### config.mk
export PLATFORM = sky130hd
export DESIGN_NAME = i2c_ee_slave
export DESIGN_NICKNAME = d
export VERILOG_FILES = /design/src/rtl/i2c_ee_pkg.sv /design/src/rtl/i2c_ee_sync.sv /design/src/rtl/i2c_ee_store.sv /design/src/rtl/i2c_ee_ctrl.sv /design/src/rtl/i2c_ee_slave.sv
export SDC_FILE = /design/constraint.sdc
export NUM_CORES = 2
export LEC_CHECK = 0
export BUFFER_PORTS_ARGS = -buffer_cell sky130_fd_sc_hd__clkbuf_2
export CORE_UTILIZATION = 41
export CTS_CLUSTER_SIZE = 24
export DETAILED_ROUTE_END_ITERATION = 10
export PLACE_DENSITY_LB_ADDON = 0.08
export SYNTH_ARGS = -nofsm -noshare
export SYNTH_HDL_FRONTEND = slang
export SYNTH_SLANG_ARGS = --single-unit
export TNS_END_PERCENT = 100
### constraint.sdc
create_clock -name clk -period 3.5 [get_ports clk]
set_input_delay 0.35 -clock clk [delete_from_list [all_inputs] [get_ports clk]]
set_output_delay 0.35 -clock clk [all_outputs]
set_load 0.02 [all_outputs]
### src/rtl/i2c_ee_pkg.sv
package i2c_ee_pkg;
   localparam int unsigned BYTE_W = 8;
   localparam logic [3:0]  DEV_FAMILY = 4'b1010;

   typedef enum logic [2:0] {
      PH_IDLE,
      PH_DEV,
      PH_ADDR,
      PH_WDAT,
      PH_RDAT,
      PH_SKIP
   } phase_t;
endpackage

### src/rtl/i2c_ee_sync.sv
module i2c_ee_sync #(
   parameter int unsigned WIDTH  = 2,
   parameter int unsigned STAGES = 2
) (
   input  logic             clk,
   input  logic             rst_n,
   input  logic [WIDTH-1:0] d_i,
   output logic [WIDTH-1:0] q_o
);
   logic [WIDTH-1:0] stg [STAGES];

   generate
      if (STAGES < 1) begin : g_bad
         $error("i2c_ee_sync needs at least one stage");
      end
      for (genvar g = 0; g < STAGES; g++) begin : g_stage
         if (g == 0) begin : g_first
            always_ff @(posedge clk or negedge rst_n)
               if (!rst_n) stg[0] <= '1;
               else        stg[0] <= d_i;
         end else begin : g_next
            always_ff @(posedge clk or negedge rst_n)
               if (!rst_n) stg[g] <= '1;
               else        stg[g] <= stg[g-1];
         end
      end
   endgenerate

   assign q_o = stg[STAGES-1];
endmodule

### src/rtl/i2c_ee_store.sv
module i2c_ee_store #(
   parameter int unsigned ADDR_W = 8,
   parameter int unsigned DATA_W = 8
) (
   input  logic              clk,
   input  logic              rst_n,
   input  logic              we,
   input  logic [ADDR_W-1:0] addr,
   input  logic [DATA_W-1:0] wdata,
   output logic [DATA_W-1:0] rdata
);
   localparam int unsigned DEPTH = 1 << ADDR_W;

   logic [DATA_W-1:0] mem [DEPTH];

   generate
      for (genvar w = 0; w < DEPTH; w++) begin : g_word
         always_ff @(posedge clk or negedge rst_n)
            if (!rst_n)                          mem[w] <= '0;
            else if (we && addr == ADDR_W'(w))   mem[w] <= wdata;
      end
   endgenerate

   assign rdata = mem[addr];
endmodule

### src/rtl/i2c_ee_ctrl.sv
module i2c_ee_ctrl
   import i2c_ee_pkg::*;
#(
   parameter int unsigned ADDR_W = 8
) (
   input  logic              clk,
   input  logic              rst_n,
   input  logic              scl_s,
   input  logic              sda_s,
   input  logic [2:0]        strap_i,
   input  logic              lock_i,
   input  logic [BYTE_W-1:0] rdata_i,
   output logic              mem_we_o,
   output logic [ADDR_W-1:0] ptr_o,
   output logic [BYTE_W-1:0] wdata_o,
   output logic              pull_o,
   output phase_t            phase_o
);
   logic scl_q, sda_q;
   logic scl_rise, scl_fall, start_c, stop_c;
   logic byte_end, ack_end, sel_hit;

   phase_t            phase;
   logic [3:0]        bitcnt;
   logic              in_ack, rd_mode, m_nack, pull;
   logic [BYTE_W-1:0] shreg, rbyte;
   logic [ADDR_W-1:0] ptr;

   always_ff @(posedge clk or negedge rst_n)
      if (!rst_n) begin
         scl_q <= 1'b1;
         sda_q <= 1'b1;
      end else begin
         scl_q <= scl_s;
         sda_q <= sda_s;
      end

   assign scl_rise = scl_s & ~scl_q;
   assign scl_fall = ~scl_s & scl_q;
   assign start_c  = scl_s & scl_q & sda_q & ~sda_s;
   assign stop_c   = scl_s & scl_q & ~sda_q & sda_s;
   assign byte_end = scl_fall & bitcnt[3] & ~in_ack;
   assign ack_end  = scl_fall & in_ack;
   assign sel_hit  = (shreg[7:4] == DEV_FAMILY) && (shreg[3:1] == strap_i);

   assign mem_we_o = byte_end && (phase == PH_WDAT) && !lock_i;
   assign wdata_o  = shreg;
   assign ptr_o    = ptr;
   assign pull_o   = pull;
   assign phase_o  = phase;

   always_ff @(posedge clk or negedge rst_n) begin
      if (!rst_n) begin
         phase   <= PH_IDLE;
         bitcnt  <= '0;
         in_ack  <= 1'b0;
         rd_mode <= 1'b0;
         m_nack  <= 1'b0;
         pull    <= 1'b0;
         shreg   <= '0;
         rbyte   <= '0;
         ptr     <= '0;
      end else if (start_c) begin
         phase  <= PH_DEV;
         bitcnt <= '0;
         in_ack <= 1'b0;
         pull   <= 1'b0;
      end else if (stop_c) begin
         phase  <= PH_IDLE;
         bitcnt <= '0;
         in_ack <= 1'b0;
         pull   <= 1'b0;
      end else begin
         case (phase)
            PH_DEV, PH_ADDR, PH_WDAT: begin
               if (scl_rise && !bitcnt[3]) begin
                  shreg  <= {shreg[BYTE_W-2:0], sda_s};
                  bitcnt <= bitcnt + 4'd1;
               end else if (byte_end) begin
                  in_ack <= 1'b1;
                  if (phase == PH_DEV) begin
                     if (sel_hit) begin
                        pull    <= 1'b1;
                        rd_mode <= shreg[0];
                     end else begin
                        phase <= PH_SKIP;
                     end
                  end else if (phase == PH_ADDR) begin
                     pull <= 1'b1;
                     ptr  <= shreg[ADDR_W-1:0];
                  end else begin
                     pull <= !lock_i;
                     if (!lock_i) ptr <= ptr + 1'b1;
                  end
               end else if (ack_end) begin
                  in_ack <= 1'b0;
                  bitcnt <= '0;
                  pull   <= 1'b0;
                  if (phase == PH_DEV) begin
                     if (rd_mode) begin
                        phase <= PH_RDAT;
                        rbyte <= rdata_i;
                        pull  <= ~rdata_i[BYTE_W-1];
                     end else begin
                        phase <= PH_ADDR;
                     end
                  end else if (phase == PH_ADDR) begin
                     phase <= PH_WDAT;
                  end
               end
            end
            PH_RDAT: begin
               if (scl_rise) begin
                  if (!bitcnt[3]) bitcnt <= bitcnt + 4'd1;
                  else if (in_ack) m_nack <= sda_s;
               end else if (scl_fall) begin
                  if (!bitcnt[3]) begin
                     pull <= ~rbyte[3'd7 - bitcnt[2:0]];
                  end else if (!in_ack) begin
                     in_ack <= 1'b1;
                     pull   <= 1'b0;
                     ptr    <= ptr + 1'b1;
                  end else begin
                     in_ack <= 1'b0;
                     if (m_nack) begin
                        phase <= PH_SKIP;
                        pull  <= 1'b0;
                     end else begin
                        rbyte  <= rdata_i;
                        pull   <= ~rdata_i[BYTE_W-1];
                        bitcnt <= '0;
                     end
                  end
               end
            end
            default: ;
         endcase
      end
   end
endmodule

### src/rtl/i2c_ee_slave.sv
module i2c_ee_slave
   import i2c_ee_pkg::*;
#(
   parameter int unsigned ADDR_W      = 8,
   parameter int unsigned SYNC_STAGES = 2
) (
   input  logic       clk,
   input  logic       rst_n,
   input  logic       scl_i,
   input  logic       sda_i,
   output logic       sda_pull_o,
   input  logic [2:0] chip_sel_i,
   input  logic       wr_lock_i
);
   logic [1:0]        bus_s;
   logic              scl_s, sda_s;
   logic              mem_we;
   logic [ADDR_W-1:0] ptr;
   logic [BYTE_W-1:0] wdata, rdata;
   phase_t            phase;

   generate
      if (ADDR_W < 1 || ADDR_W > BYTE_W) begin : g_bad_addr
         $error("i2c_ee_slave: ADDR_W must lie in 1..8");
      end
   endgenerate

   i2c_ee_sync #(.WIDTH(2), .STAGES(SYNC_STAGES)) u_sync (
      .clk   (clk),
      .rst_n (rst_n),
      .d_i   ({scl_i, sda_i}),
      .q_o   (bus_s)
   );
   assign scl_s = bus_s[1];
   assign sda_s = bus_s[0];

   i2c_ee_ctrl #(.ADDR_W(ADDR_W)) u_ctrl (
      .clk      (clk),
      .rst_n    (rst_n),
      .scl_s    (scl_s),
      .sda_s    (sda_s),
      .strap_i  (chip_sel_i),
      .lock_i   (wr_lock_i),
      .rdata_i  (rdata),
      .mem_we_o (mem_we),
      .ptr_o    (ptr),
      .wdata_o  (wdata),
      .pull_o   (sda_pull_o),
      .phase_o  (phase)
   );

   i2c_ee_store #(.ADDR_W(ADDR_W), .DATA_W(BYTE_W)) u_store (
      .clk   (clk),
      .rst_n (rst_n),
      .we    (mem_we),
      .addr  (ptr),
      .wdata (wdata),
      .rdata (rdata)
   );
endmodule

==> qor.csv <==
stage;metric;value;unit
setup_path;cp_common_cell;buf_12;
layout;syn_to_final_growth;17.2;%
floorplanning;start_util;0.413;
setup_path;cp_slowest_cell;mux4_2;
sta;skew;0.0480;ns
sta;hold_viol;0;
power_and_ir_drop;ir_drop;1.11;mV
clock_tree;cts_tree;yes;
min_path;holdCritPathClass;in -> reg;
setup_path;cp.required;4.25;ns
placed_design;dp_hpwl;190;mm
sta;worst_pin_slew;1.23;ns
synth;synth_mux_area_frac;0.392;
sta;max_freq;285;MHz
global_route;grt_max_degree;194;
placed_design;port_buffers;8;
synth;synth_flop_cell;dfrtp_1;
global_route;grt_pass1_vias;59200;
floorplanning;pin_count;9;
clock_tree;root_buffer;clkbuf_16;
sta;maxSlewHeadroom;0.176;
synth;yosysWarnings;0;
synth;synth_top_family_by_area;multiplexers;
routing;wirelength;289;mm
global_route;overflow;0;
setup_path;worstSetupEndpointType;flip-flop;
synth;ys_seq_area_frac;0.549;
power_and_ir_drop;power_density;483;nW/µm²
job;drv_cap;0;
sta;layout_setup_ws;-0.00426;ns
clock_tree;h-tree-depth;4;
clock_tree;clkSinkCount;2089;
power_and_ir_drop;leakage;52.2;nW
synth;synthDistinctLibCells;61;
outcome;outcome;finished with violations;
routing;drtIter0Drc;3984;
floorplanning;dieArea;234000;µm²
setup_path;path_cells;buf_12 -> buf_12 -> buf_12 -> mux4_2 -> mux4_2 -> a32oi_1 -> nand4_1 -> o32a_1;
synth;netlist_area;95300;µm²
routing;drc;0;
setup_path;cp.arrival;4.25;ns
outcome;violations;negative setup slack;
synth;yosys.area_share.simple;0.0242;
global_route;antenna_found_initial;7;
floorplanning;fp.dieW;484;µm
layout;fin_nets;6392;
clock_tree;clk_pin_slew;0.06;ns
synth;synth_fa_ha_area_frac;0.000788;
routing;drtAntennaViolNets;0;
setup_path;critical_path_class;reg -> reg;
placed_design;place_area;104000;µm²
routing;wl_per_cell;30.1;µm
power_and_ir_drop;p_total;53.9;mW
synth;synth_area_per_cell;16.0;µm²
synth;synth_edf_count;0;
routing;dr.pass1.iters;6;
routing;vias;55600;
floorplanning;core;231000;µm²
floorplanning;die-height;484;µm
setup_path;setup.worst_path.start_class;flip-flop;
sta;final_max_slew_viol_count;0;
floorplanning;fp-row-count;176;
clock_tree;cts_made_buffers;228;
placed_design;pre_cts_ws;-0.138;ns
routing;viasPerCell;5.79;
layout;drive_above_1_share;0.586;
sta;fin_setup_tns;-0.00426;ns
layout;finalInstanceArea;112000;µm²
global_route;grt_usage;0.250;
setup_path;crit_buf_inv;3;
synth;ys_ff_latch;2089;
sta;fin_crit;3.50;ns
setup_path;critPathMaxStageDelay;0.62;ns
global_route;grt_pass1_wl;431;mm
sta;fin_crit_sh;1.00;
synth;synthXorXnorAreaFrac;0.000368;
synth;synth_nets;5953;
synth;async_reset_ff_frac;1.00;
placed_design;gp_congestion;0.880;
clock_tree;clkLatencyLatePin;0.87;ns
synth;synth_compound_area_frac;0.0134;
setup_path;cp_max_fo;15;
clock_tree;clk_path_buf_depth;3;
sta;final-setup-viol-count;1;
setup_path;cp_top_family;multiplexers;
synth;synth_cells;5939;
[state kept, by name (all words and copies together) (netlist names)]
| register | flops |
|---|---|
| u_ctrl.phase_o | 3 |
| u_sync.q_o | 2 |
| u_ctrl.ptr_o | 8 |
| u_store.mem | 2048 |
| u_ctrl.m_nack | 1 |
| u_sync.stg | 2 |
| u_ctrl.rbyte | 8 |
| u_ctrl.sda_q | 1 |
| u_ctrl.bitcnt | 4 |
| u_ctrl.in_ack | 1 |
| u_ctrl.pull_o | 1 |
| u_ctrl.rd_mode | 1 |
| u_ctrl.scl_q | 1 |
| u_ctrl.wdata_o | 8 |
[metal layers]
metal	wire, µm	global-route usage
met1	134000	0.364
met2	135000	0.391
met3	11900	0.0358
met4	8090	0.0661
met5	0	0
[final cells by class]
cell class                 count  area [µm²]
timing repair buffer         657        6450
clock inverter                68        1040
fill                       19700      119000
multi-input combinational   3390       41200
tap                         3026        3790
inverter                      12        45.0
antenna                        6        15.0
sequential                  2089       52300
clock buffer                 346        6810
[path summary, 6_finish.rpt]
path | startpoint | end | slack [ns] | cells past startpoint
max in group asynchronous | rst_n | u_store.mem[1953] | 1.69 | 4
min reg2reg | u_sync.stg[2] | u_sync.q_o[0] | 0.36 | 0
max reg2reg | u_ctrl.ptr_o[0] | u_ctrl.rbyte[2] | -0.004 | 8
min | scl_i | u_sync.stg[3] | 0.13 | 2
min in group asynchronous | rst_n | u_store.mem[967] | 0.58 | 3
max | u_ctrl.ptr_o[0] | u_ctrl.rbyte[2] | -0.004 | 8
[power by group]
group / internal, mW / leakage, nW / switching, mW / total [mW]
clock: 15.1 / 3.87 / 10.1 / 25.2
combinational: 0.525 / 19.1 / 3.56 / 4.09
sequential: 24.2 / 29.1 / 0.373 / 24.6
total: 39.8 / 52.2 / 14.1 / 53.9
[stage by stage]
stage | utilization | cells | hold slack [ns]
floorplan | - | 5939 | 0.0544
global placement | 0.449 | 9159 | 0.280
detailed placement | 0.449 | 9159 | 0.277
CTS | 0.484 | 9585 | 0.0685
global route | 0.484 | 9590 | 0.0963
finish | 0.484 | 9594 | 0.133
[synth_stat cells, drive strengths merged (4+ instances only)]
cell	number	area share
o31ai	4	0.00032
clkbuf	314	0.012
dfstp	6	0.0017
mux2	2069	0.24
nor2b	17	0.0011
o22ai	22	0.0014
nor4	6	0.00039
a211oi	7	0.00055
mux4	602	0.14
a22o	4	0.00037
and3	4	0.00026
buf	134	0.0079
nor2	276	0.014
a21oi	31	0.0016
o22a	7	0.00064
o221ai	7	0.00064
nand2	71	0.0028
o21ai	30	0.0016
a32oi	6	0.00055
nand2b	9	0.00059
nor3	32	0.0017
nand3	37	0.0020
nand4	6	0.00039
a22oi	34	0.0027
mux2i	46	0.0048
dfrtp	2083	0.55
inv	12	0.00047
a31oi	14	0.00092
ha	6	0.00079
[cells by family (layout without fill, tap and decap cells)]
logic type | Yosys count | after routing
mux | 2717 | 2717
flops | 2089 | 2089
simple gates | 474 | 474
buf+inv | 460 | 1083
compound gates | 189 | 189
fa+ha+maj | 6 | 6
xor+xnor | 4 | 4
other cells | 0 | 6
[cells in the final DEF (no fill, tap or decap), types with 6 or more instances in the layout]
cell       instances
dfrtp_1         2070
mux2_2          2069
mux4_2           602
buf_4            525
clkbuf_16        235
nor2_1           168
buf_12           116
nor2_2           108
nand2_1           71
clkbuf_1          58
clkbuf_8          55
mux2i_1           45
clkinv_2          35
a22oi_1           33
a21oi_1           31
o21ai_0           30
nor3_1            27
bufinv_16         24
nand3_1           22
o22ai_1           22
nand3_2           15
nor2b_1           12
dfrtp_4           12
inv_1             11
a31oi_1           11
nand2b_1           9
o22a_1             7
o221ai_1           7
clkbuf_2           7
diode_2            6
a32oi_1            6
nand4_1            6
a211oi_1           6
ha_1               6
dfstp_2            6
[timing repair]
| action | CTS | global route |
|---|---|---|
| setup buffers | 7 | 1 |
| endpoints found under the hold margin | 1036 | 0 |
| hold buffers | 5 | 0 |
| pin swaps | 0 | 0 |
| setup endpoints to repair | 5 | 7 |
| gates resized for setup | 4 | 8 |
| gates cloned | 0 | 2 |
No activity file was read; power rests on OpenSTA's default activity.
